### src/rtl/sdr_rd_pkg.sv
package sdr_rd_pkg;

    localparam int HOST_AW     = 24;
    localparam int MEM_AW      = 16;
    localparam int BURST_WORDS = 4;
    localparam int BEAT_W      = $clog2(BURST_WORDS);
    localparam int BANK_W      = 2;

    typedef enum logic [1:0] {
        ST_IDLE = 2'd0,
        ST_ACT  = 2'd1,
        ST_COL  = 2'd2
    } seq_state_e;

    typedef struct packed {
        logic cs_n;
        logic ras_n;
        logic cas_n;
        logic we_n;
    } sdr_cmd_t;

    localparam sdr_cmd_t CMD_NOP  = '{cs_n: 1'b1, ras_n: 1'b1, cas_n: 1'b1, we_n: 1'b1};
    localparam sdr_cmd_t CMD_ACT  = '{cs_n: 1'b0, ras_n: 1'b0, cas_n: 1'b1, we_n: 1'b1};
    localparam sdr_cmd_t CMD_READ = '{cs_n: 1'b0, ras_n: 1'b1, cas_n: 1'b0, we_n: 1'b1};

    function automatic logic [MEM_AW-1:0] row_pins(input logic [HOST_AW-1:0] a);
        return a[23:8];
    endfunction

    function automatic logic [MEM_AW-1:0] col_pins(input logic [HOST_AW-1:0] a,
                                                   input logic [BEAT_W-1:0]  beat,
                                                   input logic               apre);
        return {a[23:22], a[13], apre, a[11:4], beat, a[1:0]};
    endfunction

    function automatic logic [BANK_W-1:0] bank_of(input logic [HOST_AW-1:0] a);
        return a[21:20];
    endfunction

endpackage

### src/rtl/sdr_rd_seq.sv
module sdr_rd_seq
    import sdr_rd_pkg::*;
(
    input  logic                clk,
    input  logic                rst,
    input  logic                start,
    input  logic [HOST_AW-1:0]  start_addr,
    output logic                idle,
    output logic                act_now,
    output logic                rd_now,
    output logic                ap_now,
    output logic [BANK_W-1:0]   cur_bank,
    output sdr_cmd_t            cmd_o,
    output logic [MEM_AW-1:0]   addr_o
);

    localparam logic [BEAT_W-1:0] LAST_BEAT = BEAT_W'(BURST_WORDS - 1);

    seq_state_e          state_q;
    logic [BEAT_W-1:0]   beat_q;
    logic [HOST_AW-1:0]  addr_q;

    always_ff @(posedge clk) begin
        if (rst) begin
            state_q <= ST_IDLE;
            beat_q  <= '0;
            addr_q  <= '0;
        end else begin
            case (state_q)
                ST_IDLE: begin
                    if (start) begin
                        state_q <= ST_ACT;
                        addr_q  <= {start_addr[HOST_AW-1:4], 4'b0000};
                        beat_q  <= '0;
                    end
                end
                ST_ACT: begin
                    state_q <= ST_COL;
                    beat_q  <= '0;
                end
                ST_COL: begin
                    if (beat_q == LAST_BEAT) begin
                        state_q <= ST_IDLE;
                    end
                    beat_q <= beat_q + 1'b1;
                end
                default: state_q <= ST_IDLE;
            endcase
        end
    end

    always_comb begin
        idle     = (state_q == ST_IDLE);
        act_now  = (state_q == ST_ACT);
        rd_now   = (state_q == ST_COL);
        ap_now   = rd_now && (beat_q == LAST_BEAT);
        cur_bank = bank_of(addr_q);
        cmd_o    = CMD_NOP;
        addr_o   = '0;
        if (act_now) begin
            cmd_o  = CMD_ACT;
            addr_o = row_pins(addr_q);
        end else if (rd_now) begin
            cmd_o  = CMD_READ;
            addr_o = col_pins(addr_q, beat_q, ap_now);
        end
    end

    a_r2_act_row: assert property (@(posedge clk) disable iff (rst)
        start |=> (cmd_o == CMD_ACT) && (addr_o == row_pins($past(start_addr))));

    a_r3_read_after_act: assert property (@(posedge clk) disable iff (rst)
        (cmd_o == CMD_ACT) |=> (cmd_o == CMD_READ) && (addr_o[3:2] == '0));

    a_r4_apre_ends_seq: assert property (@(posedge clk) disable iff (rst)
        ((cmd_o == CMD_READ) && addr_o[12]) |=> (cmd_o == CMD_NOP));

    a_r10_legal_cmd: assert property (@(posedge clk) disable iff (rst)
        (cmd_o == CMD_NOP) || (cmd_o == CMD_ACT) || (cmd_o == CMD_READ));

endmodule

### src/rtl/sdr_rd_capture.sv
module sdr_rd_capture
    import sdr_rd_pkg::*;
#(
    parameter int DATA_W  = 32,
    parameter int CAS_LAT = 2
) (
    input  logic               clk,
    input  logic               rst,
    input  logic               rd_now,
    input  logic [DATA_W-1:0]  rdata,
    output logic               word_valid,
    output logic [BEAT_W-1:0]  word_idx,
    output logic [DATA_W-1:0]  word_data,
    output logic               done,
    output logic               pending
);

    localparam logic [BEAT_W-1:0] LAST_IDX = BEAT_W'(BURST_WORDS - 1);

    logic [CAS_LAT-1:0]  lat_q;
    logic [BEAT_W-1:0]   cnt_q;
    logic                take;

    generate
        if (CAS_LAT == 1) begin : g_lat_one
            always_ff @(posedge clk) begin
                if (rst) lat_q <= '0;
                else     lat_q <= rd_now;
            end
        end else begin : g_lat_many
            always_ff @(posedge clk) begin
                if (rst) lat_q <= '0;
                else     lat_q <= {lat_q[CAS_LAT-2:0], rd_now};
            end
        end
    endgenerate

    assign take = lat_q[CAS_LAT-1];

    always_ff @(posedge clk) begin
        if (rst) begin
            cnt_q      <= '0;
            word_valid <= 1'b0;
            word_idx   <= '0;
            word_data  <= '0;
            done       <= 1'b0;
        end else begin
            word_valid <= take;
            done       <= take && (cnt_q == LAST_IDX);
            if (take) begin
                word_idx  <= cnt_q;
                word_data <= rdata;
                cnt_q     <= cnt_q + 1'b1;
            end
        end
    end

    assign pending = |lat_q;

    a_r6_done_on_last: assert property (@(posedge clk) disable iff (rst)
        done |-> (word_valid && (word_idx == LAST_IDX)));

    a_r5_words_back_to_back: assert property (@(posedge clk) disable iff (rst)
        (word_valid && (word_idx != '0)) |->
            ($past(word_valid) && ($past(word_idx) == BEAT_W'(word_idx - 1'b1))));

endmodule

### src/rtl/sdr_bank_guard.sv
module sdr_bank_guard
    import sdr_rd_pkg::*;
#(
    parameter int TPC_W = 2
) (
    input  logic               clk,
    input  logic               rst,
    input  logic               start,
    input  logic [TPC_W-1:0]   start_tpc,
    input  logic               ap_now,
    input  logic               act_now,
    input  logic [BANK_W-1:0]  cur_bank,
    input  logic [BANK_W-1:0]  req_bank,
    output logic               blocked,
    output logic               active
);

    localparam int TW = TPC_W + 1;

    logic [TPC_W-1:0]  tpc_hold_q;
    logic [TW-1:0]     timer_q;
    logic [BANK_W-1:0] lock_bank_q;

    always_ff @(posedge clk) begin
        if (rst) begin
            tpc_hold_q  <= '0;
            timer_q     <= '0;
            lock_bank_q <= '0;
        end else begin
            if (start) begin
                tpc_hold_q <= start_tpc;
            end
            if (ap_now) begin
                timer_q     <= TW'(tpc_hold_q) + 1'b1;
                lock_bank_q <= cur_bank;
            end else if (timer_q != '0) begin
                timer_q <= timer_q - 1'b1;
            end
        end
    end

    assign active  = (timer_q != '0);
    assign blocked = (timer_q > TW'(1)) && (req_bank == lock_bank_q);

    a_r7_locked_bank_quiet: assert property (@(posedge clk) disable iff (rst)
        (act_now && (cur_bank == lock_bank_q)) |-> (timer_q == '0));

    a_r7_timer_counts_down: assert property (@(posedge clk) disable iff (rst)
        (active && !ap_now) |=> (timer_q == TW'($past(timer_q) - 1'b1)));

endmodule

### src/rtl/sdr_rd_top.sv
module sdr_rd_top
    import sdr_rd_pkg::*;
#(
    parameter int DATA_W  = 32,
    parameter int CAS_LAT = 2,
    parameter int TPC_W   = 2
) (
    input  logic               clk,
    input  logic               rst,
    input  logic               req_valid,
    input  logic [23:0]        req_addr,
    input  logic [TPC_W-1:0]   req_tpc,
    output logic               req_ready,
    output logic               busy,
    output logic               sd_cs_n,
    output logic               sd_ras_n,
    output logic               sd_cas_n,
    output logic               sd_we_n,
    output logic [15:0]        sd_addr,
    input  logic [DATA_W-1:0]  sd_rdata,
    output logic               word_valid,
    output logic [1:0]         word_idx,
    output logic [DATA_W-1:0]  word_data,
    output logic               done
);

    logic              accept;
    logic              seq_idle;
    logic              act_now;
    logic              rd_now;
    logic              ap_now;
    logic [BANK_W-1:0] cur_bank;
    sdr_cmd_t          cmd;
    logic              blocked;
    logic              lock_active;
    logic              cap_pending;

    assign req_ready = seq_idle && !blocked;
    assign accept    = req_valid && req_ready;

    sdr_rd_seq u_seq (
        .clk        (clk),
        .rst        (rst),
        .start      (accept),
        .start_addr (req_addr),
        .idle       (seq_idle),
        .act_now    (act_now),
        .rd_now     (rd_now),
        .ap_now     (ap_now),
        .cur_bank   (cur_bank),
        .cmd_o      (cmd),
        .addr_o     (sd_addr)
    );

    sdr_rd_capture #(
        .DATA_W  (DATA_W),
        .CAS_LAT (CAS_LAT)
    ) u_cap (
        .clk        (clk),
        .rst        (rst),
        .rd_now     (rd_now),
        .rdata      (sd_rdata),
        .word_valid (word_valid),
        .word_idx   (word_idx),
        .word_data  (word_data),
        .done       (done),
        .pending    (cap_pending)
    );

    sdr_bank_guard #(
        .TPC_W (TPC_W)
    ) u_guard (
        .clk       (clk),
        .rst       (rst),
        .start     (accept),
        .start_tpc (req_tpc),
        .ap_now    (ap_now),
        .act_now   (act_now),
        .cur_bank  (cur_bank),
        .req_bank  (bank_of(req_addr)),
        .blocked   (blocked),
        .active    (lock_active)
    );

    assign sd_cs_n  = cmd.cs_n;
    assign sd_ras_n = cmd.ras_n;
    assign sd_cas_n = cmd.cas_n;
    assign sd_we_n  = cmd.we_n;

    assign busy = !seq_idle || cap_pending || word_valid || lock_active;

    a_r9_busy_covers_done: assert property (@(posedge clk) disable iff (rst)
        done |-> busy);

    a_r9_no_ready_after_take: assert property (@(posedge clk) disable iff (rst)
        accept |=> (busy && !req_ready));

endmodule

### config.mk
export PLATFORM = sky130hd
export DESIGN_NAME = sdr_rd_top
export DESIGN_NICKNAME = d
export VERILOG_FILES = /design/src/rtl/sdr_rd_pkg.sv /design/src/rtl/sdr_rd_seq.sv /design/src/rtl/sdr_rd_capture.sv /design/src/rtl/sdr_bank_guard.sv /design/src/rtl/sdr_rd_top.sv
export SDC_FILE = /design/constraint.sdc
export NUM_CORES = 1
export LEC_CHECK = 0
export ABC_AREA = 0
export BUFFER_PORTS_ARGS = -buffer_cell sky130_fd_sc_hd__buf_2
export CAP_MARGIN = 20
export CORE_ASPECT_RATIO = 0.6
export CORE_MARGIN = 3
export CORE_UTILIZATION = 26
export CTS_BUF_LIST = sky130_fd_sc_hd__clkbuf_4 sky130_fd_sc_hd__clkbuf_8 sky130_fd_sc_hd__clkbuf_16
export DETAILED_ROUTE_END_ITERATION = 10
export PLACE_DENSITY_LB_ADDON = 0.2
export SETUP_SLACK_MARGIN = 0.4
export SLEW_MARGIN = 10
export SYNTH_ARGS = -nofsm -noshare
export SYNTH_HDL_FRONTEND = slang
export SYNTH_SLANG_ARGS = --single-unit
### constraint.sdc
create_clock -name clk -period 1.61 [get_ports clk]
set_input_delay 0.0805 -clock clk [delete_from_list [all_inputs] [get_ports clk]]
set_output_delay 0.0805 -clock clk [all_outputs]
set_load 0.005 [all_outputs]
# --- Word-level counts from Yosys, hierarchy flattened ---
# Index checks and enable logic that the tools add are counted.
totals:
  ff_bits: 71
  latchBits: 0
  ram_bits: 0
  rom_bits: 0
  input_bits: 61
  output_inout_bits: 58
  wordCells: 53
  n_memories: 0
op_classes:
  n_addsub: 4
  mul: 0
  n_div: 0
  order_cmp: 1
  n_eq_ne: 7
  n_shift: 0
  n_mux: 11
  bitwise: 0
  reduce_logical: 18
op_table:
  columns: ["operator", "count"]
  rows:
  - ["16-bit two-way mux", 2]
  - ["2-bit one-hot mux with 3 select lines", 2]
  - ["4-bit two-way mux", 2]
  - ["2-bit == test, second input constant", 3]
  - ["2-bit two-way mux", 3]
  - ["3-bit two-way mux", 2]
  - ["2-bit AND reduction", 3]
  - ["3-bit nonzero test", 2]
  - ["1-bit logical AND", 5]
  - ["2-bit by 1-bit adder with 2-bit output, second input constant", 2]
  - ["2-bit != test, second input constant", 2]
  - ["2-bit by 1-bit adder with 3-bit output, second input constant", 1]
  - ["3-bit by 1-bit > comparator with 1-bit output, second input constant", 1]
  - ["1-bit logical OR", 3]
  - ["3-bit by 1-bit subtractor with 3-bit output, second input constant", 1]
  - ["2-bit by 1-bit == test with 1-bit output, second input constant", 1]
  - ["2-bit == test", 1]
  - ["1-bit zero test", 2]
  - ["2-bit zero test", 1]
  - ["2-bit nonzero test", 1]
  - ["2-bit OR reduction", 1]

# --- Logic depth before layout (Yosys ltp) ---
depth:
  depth_word: 7
  ltp_mapped: 7
  mapped_depth_nobuf: 6

# --- Hierarchy ---
# Synthesis repeated with hierarchy kept, for this count alone.
hier_totals:
  cells_unflattened: 339
  hier_area_um2: 3062.9
modules_own_cells:
  columns: ["module", "instances", "cells_each", "area_each_um2", "seq_area_each_um2"]
  rows:
  - ["sdr_rd_capture", 1, 126, 1407.6, 800.8]
  - ["sdr_rd_seq", 1, 169, 1223.7, 480.5]
  - ["sdr_bank_guard", 1, 41, 406.6, 140.1]
  - ["sdr_rd_top", 1, 3, 25.0, 0.0]

# --- Worst setup path after synthesis ---
# Ideal clock, no wire load.
synth_path:
  path_type: "register to register"
  from: "register u_seq.state_q[0]"
  to: "register u_seq.state_q[1]"
  setup_ns: 0.087
  t_arrival_ns: 1.343
  slack_ns: 0.180
  path_stages_with_launch: 8
  path_buffers: 1
  path_cell_list: "dfxtp_1 -> inv_1 -> ha_1 -> buf_2 -> inv_1 -> nor2_1 -> a2111o_1 -> o31ai_1"
synth_between:
  elab_cells_between_ends: 9
  classes_between: "4 x eq/ne; 1 x mux; 4 x reduce/logical"
synth_rtl:
  columns: ["item", "line_no", "rtl"]
  rows:
  - ["start, declared", "sdr_rd_seq.sv:19", "seq_state_e state_q;"]
  - ["start signal, assigned", "sdr_rd_seq.sv:25", "state_q <= ST_IDLE;"]
  - ["start signal, assigned", "sdr_rd_seq.sv:32", "state_q <= ST_ACT;"]
  - ["start signal, assigned", "sdr_rd_seq.sv:38", "state_q <= ST_COL;"]
  - ["2-bit == test (*)", null, null]
  - ["named net rd_now", "sdr_rd_top.sv:30", "logic rd_now;"]
  - ["2-bit != test (no line)", null, null]
  - ["2-bit AND reduction (no line)", null, null]
# Mark *: on every way through the listed nets, which the timed path passes. The rest lies on a longest branch.
# A chain may end at the register's enable or synchronous reset.

# --- Worst setup path in the final report ---
layout_path:
  from: "register u_seq.state_q[0]"
  to: "output sd_addr[15]"
layout_between:
  elab_chain_cells: 3
  elab_cells_between_ends: 4
  classes_between: "2 x eq/ne; 2 x mux"
layout_lines:
  columns: ["item", "line_no", "rtl"]
  rows:
  - ["2-bit == test", "sdr_rd_seq.sv:55", "rd_now = (state_q == ST_COL);"]
  - ["16-bit two-way mux", "sdr_rd_seq.sv:63", "end else if (rd_now) begin"]
  - ["16-bit two-way mux (*)", "sdr_rd_seq.sv:60", "if (act_now) begin"]
  - ["end, declared", "sdr_rd_top.sv:19", "output logic [15:0] sd_addr,"]
# Every way passes the cells marked *; elsewhere a longest branch is shown, timed or not.

==> run_results.csv <==
group,metric,value,unit
finish,layout-drive-gt1-share,44.4,%
clocking,cts.path.max_buffers,2,
drt,wirelength,8.48,mm
floorplan,rows,29,
outcome,status,"complete, no violations",
worst_setup_path,reg2reg_from,"u_guard.lock_bank_q[1]",
synthesis,synth.avg_cell_area,9.44,sq um
sta,max_freq,650,MHz
synthesis,synth_commonest_cells,"dfxtp_1 (71), nor2_1 (66), mux2i_1 (59)",
finish,num-fill-cells,1043,
floorplan,die_area,12700,sq um
sta,holdWs,8.00,ps
sta,finalCriticalPeriod,1540,ps
finish,regArea,1450,sq um
synthesis,syn-num-nets,382,
synthesis,ys_types,30,
sta,rsz0062_at_grt,"true",
sta,setup_violations,0,
finish,post-route-util,46.3,%
synthesis,synth_area_leader_cell,"dfxtp_1",
hold_path,hold-path-endpoint,"u_cap.word_data[31]",
power_and_ir_drop,p_leak,2.27,nW
synthesis,synth_compound_area_share,5.99,%
flow_run,cap_viol_max_count,0,
finish,layout.nets,555,
global_routing,grt_max_degree,38,
drt,via_count,2717,
synthesis,synthArstFlopShare,0,%
clocking,clock_sink_count,71,
place,dp_hpwl,5.27,mm
power_and_ir_drop,ir_worst_vdd,0.539,mV
clocking,clkLatencyLatePin,330,ps
worst_setup_path,r2r_slack,110,ps
synthesis,muxShareOfSynthArea,20.0,%
sta,period_share,95.6,%
worst_setup_path,crit_type,"register to output pin",
worst_setup_path,required,1530,ps
place,pre_cts_ws,115,ps
finish,multiInputGateArea,1700,sq um
power_and_ir_drop,powerDensity,1130,nW/um^2
drt,routedWlPerCell,13.5,um
worst_setup_path,endpoint_kind,"output pin",
global_routing,grt_pass1_wl,12.7,mm
sta,finalHoldViolations,0,
global_routing,antenna_found_initial,0,
drt,first_iter_violations,54,
synthesis,synth_top_area_share,48.2,%
synthesis,synth_enable_flop_cells,0,
sta,clock_skew,7.43,ps
worst_setup_path,worstRegToRegCells,5,
hold_path,hold_depth,3,
floorplan,start_util,27.3,%
worst_setup_path,crit_fanout,14,
synthesis,syn_inst,312,
synthesis,netlist_area,2950,sq um
global_routing,track_usage,12.7,%
place,dp_cells,552,
worst_setup_path,r2r-end,"u_seq.addr_q[17]",
worst_setup_path,cp-start-kind,"register",
worst_setup_path,cp_data_arrival_time,1460,ps
synthesis,synth_flop_cell,"dfxtp_1",
synthesis,seq_area_frac_synth,48.2,%
global_routing,grt_pass1_vias,2651,
finish,final_cells,628,
synthesis,synth_adder_area_share,3.82,%
drt,drc,0,
synthesis,synth_top_family_by_area,"multiplexers",
clocking,cts_tree,"done",
place,port_buffers,113,
place,place.gp.congestion,0.705,
global_routing,overflow,0,
clocking,path_clk_slew,60,ps
clocking,htreeDepth,3,
sta,worst_slack,71.6,ps
drt,via_per_inst,4.33,
synthesis,synth-simple-area-share,15.2,%
drt,firstDrtPassIters,4,
synthesis,synth_xor_area_share,1.19,%
hold_path,hp-class,"input pin to register",
sta,fin_tns_setup,0,ps
clocking,cts_buffers,9,
floorplan,die_h,88.5,um
synthesis,yosysWarnings,0,
synthesis,ys_ff_latch,71,
floorplan,io_pins,119,
drt,final_antenna_net_count,0,
floorplan,fp.dieW,143,um
finish,num_antenna_cells,0,
finish,area_delta_synth_final,70.0,%
synthesis,yosysMostFrequentCell,"dfxtp_1",
floorplan,core_area,10800,sq um
synthesis,ys_top_cells_by_area,"dfxtp_1 (48%), mux2i_1 (20%), nor2_1 (8.4%)",
hold_path,hold_start,"sd_rdata[31]",
clocking,cts_root_buf,"clkbuf_16",
sta,drv_slew,0,
worst max-delay path, cell delays in order (launching register included):
cell     delay (ps)
dfxtp_4         350
buf_4           140
ha_4            180
buf_12          150
o21a_1          180
buf_2           120
metal layers:
layer  vias to the layer above  share of wire (%)  global-route usage (%)
met3                         8                3.8                    4.05
met2                        51                 44                    19.5
met4                         0                1.2                    3.59
met1                      1277                 51                    17.4
li1                       1381                  -                       -
met5                         -                  0                       0
power by group:
part	internal (W)	switching (W)
logic	0.00102	0.000779
registers	0.00191	0.000144
clock network	0.00108	0.000714
placed cells by master, fill, tap and decap left out, types with 3 or more instances in the layout:
master,n
a21oi_2,5
and2_1,4
buf_12,4
buf_16,3
buf_2,112
buf_4,12
buf_6,6
clkbuf_16,11
clkinv_2,3
dfxtp_1,61
dfxtp_2,5
dfxtp_4,5
dlygate4sd3_1,44
ha_1,4
ha_4,5
inv_4,6
mux2i_1,58
nand2_1,18
nand2_2,3
nand2_4,7
nand3_2,3
nor2_1,64
o21a_1,3
o21ai_1,4
o21ai_2,7
timing repair:
item | 4_1_cts | 5_1_grt
buffers inserted | 3 | 9
pin swaps | 6 | 25
gates cloned | 3 | 2
endpoints found under the setup margin | 52 | 52
gates resized for setup | 51 | 57
endpoints found under the hold margin | 44 | 0
hold buffers | 44 | 0
through the flow:
stage | instance area, sq um | total power [W]
3_3_place_gp | 3680 | 0.00302
3_5_place_dp | 3680 | 0.00305
2_1_floorplan | 2970 | 0.00273
5_1_grt | 5010 | 0.00598
4_1_cts | 4670 | 0.00525
6_report | 5010 | 0.00565
cell type report:
class	instances	area share, %
flip-flops and latches	71	28.9
inverters	8	0.899
clock buffers	11	4.92
repair buffers	183	27.4
clock inverters	4	0.450
well taps	139	3.47
multi-input cells	212	34.0
state kept, by name, indices dropped and copies added, names as in the netlist:
signal	count
u_cap.cnt_q	2
u_cap.done	1
u_cap.lat_q	2
u_cap.word_data	32
u_cap.word_idx	2
u_cap.word_valid	1
u_guard.lock_bank_q	2
u_guard.timer_q	3
u_guard.tpc_hold_q	2
u_seq.addr_q	20
u_seq.beat_q	2
u_seq.state_q	2
cells by family (layout without fill, tap and decap cells):
family,after synthesis,count (layout)
AO/OA/AOI/OAI,29,29
multiplexers,59,59
adder cells (fa/ha/maj),9,9
other,1,1
flip-flops,71,71
buffers and inverters,29,206
XOR/XNOR,4,4
AND/OR/NAND/NOR,110,110
worst max-delay path by stage:
stage	startpoint	end	cells after the start
floorplan	u_guard.lock_bank_q[0]	u_seq.addr_q[6]	6
global placement	u_guard.timer_q[2]	u_seq.beat_q[0]	4
detailed placement	u_guard.lock_bank_q[1]	u_seq.addr_q[6]	5
CTS	u_seq.state_q[0]	sd_addr[3]	6
global route	u_seq.state_q[0]	sd_addr[8]	6
finish	u_seq.state_q[0]	sd_addr[15]	5
Power figures use the tool's default switching activity.
